[src/rtl/bag_pkg.sv]
package bag_pkg;
  localparam int REG_W    = 5;
  localparam int BANK_W   = 4;
  localparam int HALF_W   = 1;
  localparam int PAGE_W   = 2;
  localparam int N_REGS   = 4;

  typedef enum logic [1:0] {
    SEL_MODE = 2'd0,
    SEL_PAGE = 2'd1,
    SEL_SPARE = 2'd2,
    SEL_PROG = 2'd3
  } reg_sel_e;

  typedef enum logic [1:0] {
    PM_WIDE_A  = 2'd0,
    PM_WIDE_B  = 2'd1,
    PM_FIX_LOW = 2'd2,
    PM_FIX_TOP = 2'd3
  } prg_mode_e;

  // reset value per register index
  function automatic logic [REG_W-1:0] reg_reset_val(int idx);
    return (idx == 0) ? REG_W'(5'h0C) : '0;
  endfunction

  // 16KB bank number within one half
  function automatic logic [BANK_W-1:0] pick_prg_bank(
      prg_mode_e mode, logic [BANK_W-1:0] sel, logic a14);
    logic [BANK_W-1:0] b;
    case (mode)
      PM_FIX_LOW: b = a14 ? sel : '0;
      PM_FIX_TOP: b = a14 ? '1 : sel;
      default:    b = {sel[BANK_W-1:1], a14};
    endcase
    return b;
  endfunction

  function automatic logic in_ram_window(logic [2:0] a_hi);
    return a_hi == 3'b011;
  endfunction
endpackage

[src/rtl/bag_serial_loader.sv]
module bag_serial_loader #(
  parameter int W = bag_pkg::REG_W,
  localparam int CW = $clog2(W)
) (
  input  logic          clk,
  input  logic          rst_n,
  input  logic          wr_en,
  input  logic          d0,
  input  logic          d7,
  output logic          commit_evt,
  output logic          clear_evt,
  output logic [W-1:0]  commit_val,
  output logic [CW-1:0] bit_count
);
  logic [W-1:0]  sh_q;
  logic [CW-1:0] cnt_q;
  logic          last_bit;

  assign last_bit   = (cnt_q == CW'(W-1));
  assign clear_evt  = wr_en & d7;
  assign commit_evt = wr_en & ~d7 & last_bit;
  assign commit_val = {d0, sh_q[W-1:1]};
  assign bit_count  = cnt_q;

  always_ff @(posedge clk or negedge rst_n) begin
    if (!rst_n) begin
      sh_q  <= '0;
      cnt_q <= '0;
    end else if (wr_en) begin
      if (d7 || last_bit) begin
        sh_q  <= '0;
        cnt_q <= '0;
      end else begin
        sh_q  <= {d0, sh_q[W-1:1]};
        cnt_q <= cnt_q + CW'(1);
      end
    end
  end
endmodule

[src/rtl/bag_regfile.sv]
module bag_regfile
  import bag_pkg::*;
#(
  parameter int W = REG_W,
  parameter int N = N_REGS,
  localparam int SW = $clog2(N)
) (
  input  logic              clk,
  input  logic              rst_n,
  input  logic              commit_evt,
  input  logic              clear_evt,
  input  logic [SW-1:0]     commit_sel,
  input  logic [W-1:0]      commit_val,
  output logic [N-1:0][W-1:0] regs_q
);
  for (genvar g = 0; g < N; g++) begin : g_reg
    if (g == 0) begin : g_mode
      always_ff @(posedge clk or negedge rst_n) begin
        if (!rst_n)
          regs_q[g] <= reg_reset_val(g);
        else if (clear_evt)
          regs_q[g][3:2] <= 2'b11;
        else if (commit_evt && commit_sel == SW'(g))
          regs_q[g] <= commit_val;
      end
    end else begin : g_bank
      always_ff @(posedge clk or negedge rst_n) begin
        if (!rst_n)
          regs_q[g] <= reg_reset_val(g);
        else if (commit_evt && commit_sel == SW'(g))
          regs_q[g] <= commit_val;
      end
    end
  end
endmodule

[src/rtl/bag_prg_map.sv]
module bag_prg_map
  import bag_pkg::*;
#(
  parameter int BW = BANK_W,
  parameter int HW = HALF_W
) (
  input  logic [1:0]     mode,
  input  logic [BW-1:0]  prog_sel,
  input  logic [HW-1:0]  half,
  input  logic           a14,
  output logic [HW+BW-1:0] prg_addr
);
  logic [BW-1:0] bank;
  assign bank     = pick_prg_bank(prg_mode_e'(mode), prog_sel, a14);
  assign prg_addr = {half, bank};
endmodule

[src/rtl/bag_ram_steer.sv]
module bag_ram_steer
  import bag_pkg::*;
#(
  parameter int PW = PAGE_W
) (
  input  logic [PW-1:0] page_bits,
  input  logic          ram_disable,
  input  logic [2:0]    addr_hi,
  output logic [PW-1:0] ram_addr,
  output logic          ram_cs_n
);
  logic ram_ce;  // active-high enable as the mapper would drive it
  assign ram_ce   = ~ram_disable & in_ram_window(addr_hi);
  assign ram_cs_n = ~ram_ce;
  assign ram_addr = page_bits;
endmodule

[src/rtl/bank_addr_gen.sv]
module bank_addr_gen
  import bag_pkg::*;
#(
  parameter int W  = REG_W,
  parameter int BW = BANK_W,
  parameter int HW = HALF_W,
  parameter int PW = PAGE_W,
  localparam int CW = $clog2(W),
  localparam int PAGE_LSB = 2,
  localparam int HALF_LSB = PAGE_LSB + PW
) (
  input  logic           clk,
  input  logic           rst_n,
  input  logic [15:0]    cpu_addr,
  input  logic           cpu_d0,
  input  logic           cpu_d7,
  input  logic           cpu_wr,
  output logic [HW+BW-1:0] prg_addr,
  output logic [PW-1:0]  ram_addr,
  output logic           ram_cs_n
);
  logic                 wr_en;
  logic                 commit_evt;
  logic                 clear_evt;
  logic [W-1:0]         commit_val;
  logic [CW-1:0]        bit_count;
  logic [1:0]           commit_sel;
  logic [N_REGS-1:0][W-1:0] regs_q;
  logic [1:0]           prg_mode;
  logic [HW-1:0]        chr0_half;
  logic [PW-1:0]        chr0_page;
  logic                 unused_bits;

  assign wr_en      = cpu_wr & cpu_addr[15];
  assign commit_sel = cpu_addr[14:13];

  bag_serial_loader #(.W(W)) u_loader (
    .clk(clk), .rst_n(rst_n), .wr_en(wr_en), .d0(cpu_d0), .d7(cpu_d7),
    .commit_evt(commit_evt), .clear_evt(clear_evt),
    .commit_val(commit_val), .bit_count(bit_count)
  );

  bag_regfile #(.W(W), .N(N_REGS)) u_regs (
    .clk(clk), .rst_n(rst_n), .commit_evt(commit_evt), .clear_evt(clear_evt),
    .commit_sel(commit_sel), .commit_val(commit_val), .regs_q(regs_q)
  );

  assign prg_mode  = regs_q[SEL_MODE][3:2];
  assign chr0_page = regs_q[SEL_PAGE][HALF_LSB-1:PAGE_LSB];
  assign chr0_half = regs_q[SEL_PAGE][HALF_LSB+HW-1:HALF_LSB];

  bag_prg_map #(.BW(BW), .HW(HW)) u_prg (
    .mode(prg_mode), .prog_sel(regs_q[SEL_PROG][BW-1:0]),
    .half(chr0_half), .a14(cpu_addr[14]), .prg_addr(prg_addr)
  );

  bag_ram_steer #(.PW(PW)) u_ram (
    .page_bits(chr0_page), .ram_disable(regs_q[SEL_PROG][W-1]),
    .addr_hi(cpu_addr[15:13]), .ram_addr(ram_addr), .ram_cs_n(ram_cs_n)
  );

  assign unused_bits = ^{cpu_addr[12:0], regs_q[SEL_SPARE],
                         regs_q[SEL_MODE][4], regs_q[SEL_MODE][1:0],
                         regs_q[SEL_PAGE][PAGE_LSB-1:0]};
endmodule

[config.mk]
export PLATFORM = sky130hd
export DESIGN_NAME = bank_addr_gen
export DESIGN_NICKNAME = d
export VERILOG_FILES = /design/src/rtl/bag_pkg.sv /design/src/rtl/bag_serial_loader.sv /design/src/rtl/bag_regfile.sv /design/src/rtl/bag_prg_map.sv /design/src/rtl/bag_ram_steer.sv /design/src/rtl/bank_addr_gen.sv
export SDC_FILE = /design/constraint.sdc
export NUM_CORES = 1
export LEC_CHECK = 0
export BUFFER_PORTS_ARGS = -buffer_cell sky130_fd_sc_hd__buf_2
export CAP_MARGIN = 40
export CELL_PAD_IN_SITES_DETAIL_PLACEMENT = 1
export CELL_PAD_IN_SITES_GLOBAL_PLACEMENT = 1
export CORE_MARGIN = 2
export CORE_UTILIZATION = 41
export CTS_BUF_LIST = sky130_fd_sc_hd__clkbuf_16
export CTS_CLUSTER_DIAMETER = 100
export DETAILED_ROUTE_END_ITERATION = 10
export PLACE_DENSITY_LB_ADDON = 0.3
export SLEW_MARGIN = 15
export SYNTH_ARGS = -nofsm -noshare
export SYNTH_HDL_FRONTEND = slang
export SYNTH_SLANG_ARGS = --single-unit
[constraint.sdc]
create_clock -name clk -period 5.15 [get_ports clk]
set_clock_uncertainty 0.15 [all_clocks]
set_input_delay 0.7725 -clock clk [delete_from_list [all_inputs] [get_ports clk]]
set_output_delay 0.7725 -clock clk [all_outputs]
set_load 0.02 [all_outputs]
# Word level (Yosys, flattened, before mapping)

Index checks and enable logic that the tools add are counted.

Bits in registers: 22
Output and inout bits: 8

Bitwise gates (word level): 9
Reductions and logical operators: 7
$add $sub $neg: 1
Equality and inequality tests: 6
Multiplexer cells: 7

Operators by type and width:

| operator                                                         | count |
|---|---|
| 4-bit 2-to-1 mux                                                 | 3 |
| 4-bit one-hot mux with 2 select lines                            | 1 |
| 2-bit == test (second input constant)                            | 3 |
| 1-bit bitwise AND                                                | 5 |
| 5-bit 2-to-1 mux                                                 | 1 |
| 1-bit NOT                                                        | 4 |
| 3-bit by 1-bit adder with 3-bit output (second input constant)   | 1 |
| 3-bit by 2-bit == test with 1-bit output (second input constant) | 1 |
| 3-bit == test (second input constant)                            | 1 |
| 1-bit logical AND                                                | 3 |
| 3-bit 2-to-1 mux                                                 | 1 |
| 2-bit by 1-bit == test with 1-bit output (second input constant) | 1 |
| 2-bit logical NOT                                                | 1 |
| 2-bit 2-to-1 mux                                                 | 1 |
| 2-bit AND reduction                                              | 1 |
| 2-bit nonzero test                                               | 1 |
| 1-bit logical OR                                                 | 1 |

# Logic depth before layout (Yosys ltp)

Depth in word-level cells: 6
Gate-level depth with buffers: 5

# By module

A second synthesis with hierarchy kept.

Cell total of the unflattened synthesis: 102
Area total of the unflattened synthesis: 1277.5 um^2

Modules (own cells, without submodules):

| module            | cells each | times used | sequential area each (um^2) | area an instance (um^2) |
|---|---|---|---|---|
| bag_regfile       | 49         | 1          | 503.0                       | 792.0 |
| bag_serial_loader | 34         | 1          | 175.2                       | 356.6 |
| bag_prg_map       | 15         | 1          | 0.0                         | 96.3 |
| bag_ram_steer     | 3          | 1          | 0.0                         | 26.3 |
| bank_addr_gen     | 1          | 1          | 0.0                         | 6.3 |

# Least setup slack after synthesis

No wires, ideal clock.

Path type: input port to output port
Start point: input cpu_addr[15]
End point: output ram_cs_n
Setup slack: 2.759 ns
Stages: 2
Arrival time: 1.468 ns
Path buffers: 1
Cell sequence: buf_4 > or3_2

Cells in the longest elaborated chain, start to end: 3

Ends and longest elaborated chain:

| item                                     | line                | text |
|---|---|---|
| start, declared                          | bank_addr_gen.sv:14 | `input logic [15:0] cpu_addr,` |
| 3-bit by 2-bit == test with 1-bit output | bag_pkg.sv:40       | `return a_hi == 3'b011;` |
| 1-bit bitwise AND                        | bag_ram_steer.sv:13 | `assign ram_ce = ~ram_disable & in_ram_window(addr_hi);` |
| 1-bit NOT                                | bag_ram_steer.sv:14 | `assign ram_cs_n = ~ram_ce;` |
| end, declared                            | bank_addr_gen.sv:20 | `output logic ram_cs_n` |

No other way between the ends.

# Worst setup path after layout

Start point: input cpu_addr[14]
End point: output ram_cs_n

The elaborated chain is that of the path after synthesis.

==> summary.txt <==
Power and ir drop
  – Reg power frac: 0.424
  – Power per cell area: 372 mW/mm²
  – Clock power share: 0.402
  – Leakage: 0.489 nW
  – Net Sw Power: ~0.11 mW
  – Internal: 0.282 mW
  – Logic pwr share: 0.174
  – Sw Share: 0.275
  – Total chip power: 0.388 mW
  – Worst IR Drop VDD: 218 µV

Synthesis
  – Synthesized flop and latch total: 17
  – Ys Warns: 0
  – EDFF count, synth: 0
  – Count leader, synth: dfrtp_1
  – Area contributors post-synth: dfrtp_1, mux2_2, dfstp_2
  – Ys flop type: dfrtp_1
  – Cell area after synthesis: 913 µm²
  – Cells after synthesis: 75
  – Synth top cells by count: dfrtp_1, mux2_2, a21oi_1, buf_4, a22o_1
  – Cell taking the most area after synthesis: dfrtp_1
  – Top cell type's share of synthesized area: 0.411
  – Mean Syn Cell Area: 12.2 µm²
  – FFs w/ async S/R, synth: 1.00
  – Sequential share of the synthesized area: 0.468
  – Synth Net Count: 98
  – Distinct cells, synth: 25

Critical path
  – CP max FO: 8
  – CP Class: input pin to primary output
  – CP Data Required Time: about 4.2 ns
  – Setup crit end kind: primary output
  – CP Launch Type: input pin
  – Critical Path AT: 1.65 ns

Place
  – Port Buffers: 15
  – Gpl congestion: 0.727
  – DP HPWL: approximately 1.3 mm

Drt
  – Final wirelength: 1.78 mm
  – DRC: 0
  – Drt pass-1 iters: 4
  – Detailed Route Iter0 Violations: 4
  – Routed length per instance: 15.5 µm
  – Drt via density: 5.48
  – Remaining antenna violation count: 0
  – Vias: 630

Global routing
  – GR Util All Layers: 0.172
  – Vias in the first global route: between 600 and 700
  – Pin count of the biggest net entering global routing: 18
  – Antenna violations before repair: 0
  – Global-route wire length before repair: between 3 and 4 mm
  – Grt total ovfl: 0

Outcome
  – Outcome: completed

Die
  – Die H: 51.2 µm
  – CORE AREA: between 0.002 and 0.0025 mm²
  – Overall die area: 0.00262 mm²
  – Ports: 29
  – Die Wd: 51.2 µm
  – Row Count: 17
  – Starting Density: 0.425

CTS
  – Skew-Pair Late Insertion Delay: 0.25 ns
  – TritonCTS clock tree: yes
  – Setup repair bufs after CTS: 0
  – CTS buffer count: 3
  – Clock sink count: 17
  – Hold_buf cts: 0
  – Root Driver: clkbuf_16
  – Clock transition at path regs: 0.05 ns
  – Post-cts sizing count: 0
  – Clk buf depth: 2
  – H-tree depth: 1

Layout
  – Share of cells above drive strength 1: 0.425
  – NumNets Final: roughly 110
  – Antenna fix cells: 0
  – Area delta synth->final: 14.4%

Timing
  – Max-slew violation count: 0
  – RSZ-0062 raised after global routing: false
  – Fin crit period: approximately 2.6 ns
  – Max-Slew Margin vs Limit: 0.671
  – F_max: between 0.3 and 0.4 GHz
  – Final hold viol count: 0
  – Period utilization: 0.499
  – Worst-margin pin slew: approximately 0.49 ns
  – Setup TNS: 0 ns
  – Final Setup Violations: 0

Hold path
  – Hold Crit Class: input pin to asynchronous set/reset pin

Run
  – Number of max-cap violations: 0
==> per-layer routing <==
layer	up-vias	part of all wire	track usage
li1	296	-	-
met1	317	0.45	0.208
met4	0	0.013	0.0766
met5	-	0	0
met2	13	0.49	0.294
met3	4	0.039	0.0351
==> final cells by class <==
| type | instances | area [µm²] |
|---|---|---|
| sequential | 17 | 428 |
| clock buffer | 3 | 75.1 |
| clock inverter | 1 | 5.00 |
| inverter | 3 | 11.3 |
| multi-input combinational | 48 | 415 |
| tap | 28 | 35.0 |
| fill | 242 | 1100 |
| timing repair buffer | 15 | 75.1 |
==> power by group through the flow <==
stage	combinational [mW]	sequential, mW	clock, mW
after global routing	0.0774	0.168	0.164
after global placement	0.0655	0.165	0
final	0.0676	0.164	0.156
after floorplan	0.0556	0.162	0
after CTS	0.0686	0.164	0.159
after detailed placement	0.0681	0.167	0
==> state kept, by name, summed over array words and instances (netlist names) <==
| signal | count |
|---|---|
| u_regs.regs_q | 10 |
| u_loader.bit_count | 3 |
| u_loader.sh_q | 4 |
==> metrics by stage <==
stage / utilization / cell area, µm² / setup slack, ns / instances / hold slack [ns]
finish: 0.486 / 1040 / 2.58 / 115 / 0.296
global route: 0.486 / 1040 / 2.54 / 115 / 0.328
CTS: 0.486 / 1040 / 2.56 / 115 / 0.303
detailed placement: 0.449 / 965 / 2.57 / 111 / 0.345
global placement: 0.449 / 965 / 2.58 / 111 / 0.338
floorplan: - / 913 / 2.76 / 75 / 0.317
==> logic make-up (layout without fill, tap and decap cells) <==
family / count (synthesis) / count (layout) / share of synthesized area
adders and majority gates: 2 / 2 / 0.0274
DFF: 17 / 17 / 0.468
and+or+nand+nor: 16 / 16 / 0.160
buffers and inverters: 10 / 22 / 0.0767
AOI/OAI and AO/OA: 19 / 19 / 0.134
muxes: 11 / 11 / 0.133
==> path summary, 6_finish.rpt <==
kind	start	endpoint	slack (ns)	depth (start not counted)
worst max-delay path	cpu_addr[14]	ram_cs_n	2.58	4
worst min-delay path	rst_n	u_loader.bit_count[2]$_DFFE_PN0N_	0.30	1
worst max register to register	u_loader.bit_count[0]$_DFFE_PN0N_	u_regs.regs_q[8]$_DFFE_PN0P_	3.25	5
worst min register to register	u_regs.regs_q[15]$_DFFE_PN0P_	u_regs.regs_q[15]$_DFFE_PN0P_	0.36	1
max in group asynchronous	rst_n	u_regs.regs_q[3]$_DFFE_PN1P_	4.23	1
min in group clk	u_regs.regs_q[15]$_DFFE_PN0P_	u_regs.regs_q[15]$_DFFE_PN0P_	0.36	1
==> placed cells by master, fill, tap and decap left out, types with 2 or more instances in the layout <==
cell type  Yosys  final
mux2_2         9      9
nor2_1         4      4
a22o_1         5      5
dfstp_2        2      2
dfrtp_1       15     15
buf_2          0     15
inv_1          3      3
a31oi_1        4      4
nand2_1        2      2
mux2i_1        2      2
ha_1           2      2
clkbuf_16      0      3
a21oi_1        8      8
==> worst max-delay path: stages <==
cell	delay [ns]
buf_2	0.19
nand2_2	0.10
or3_2	0.41
buf_2	0.17
(Power assumes the default switching activity.)
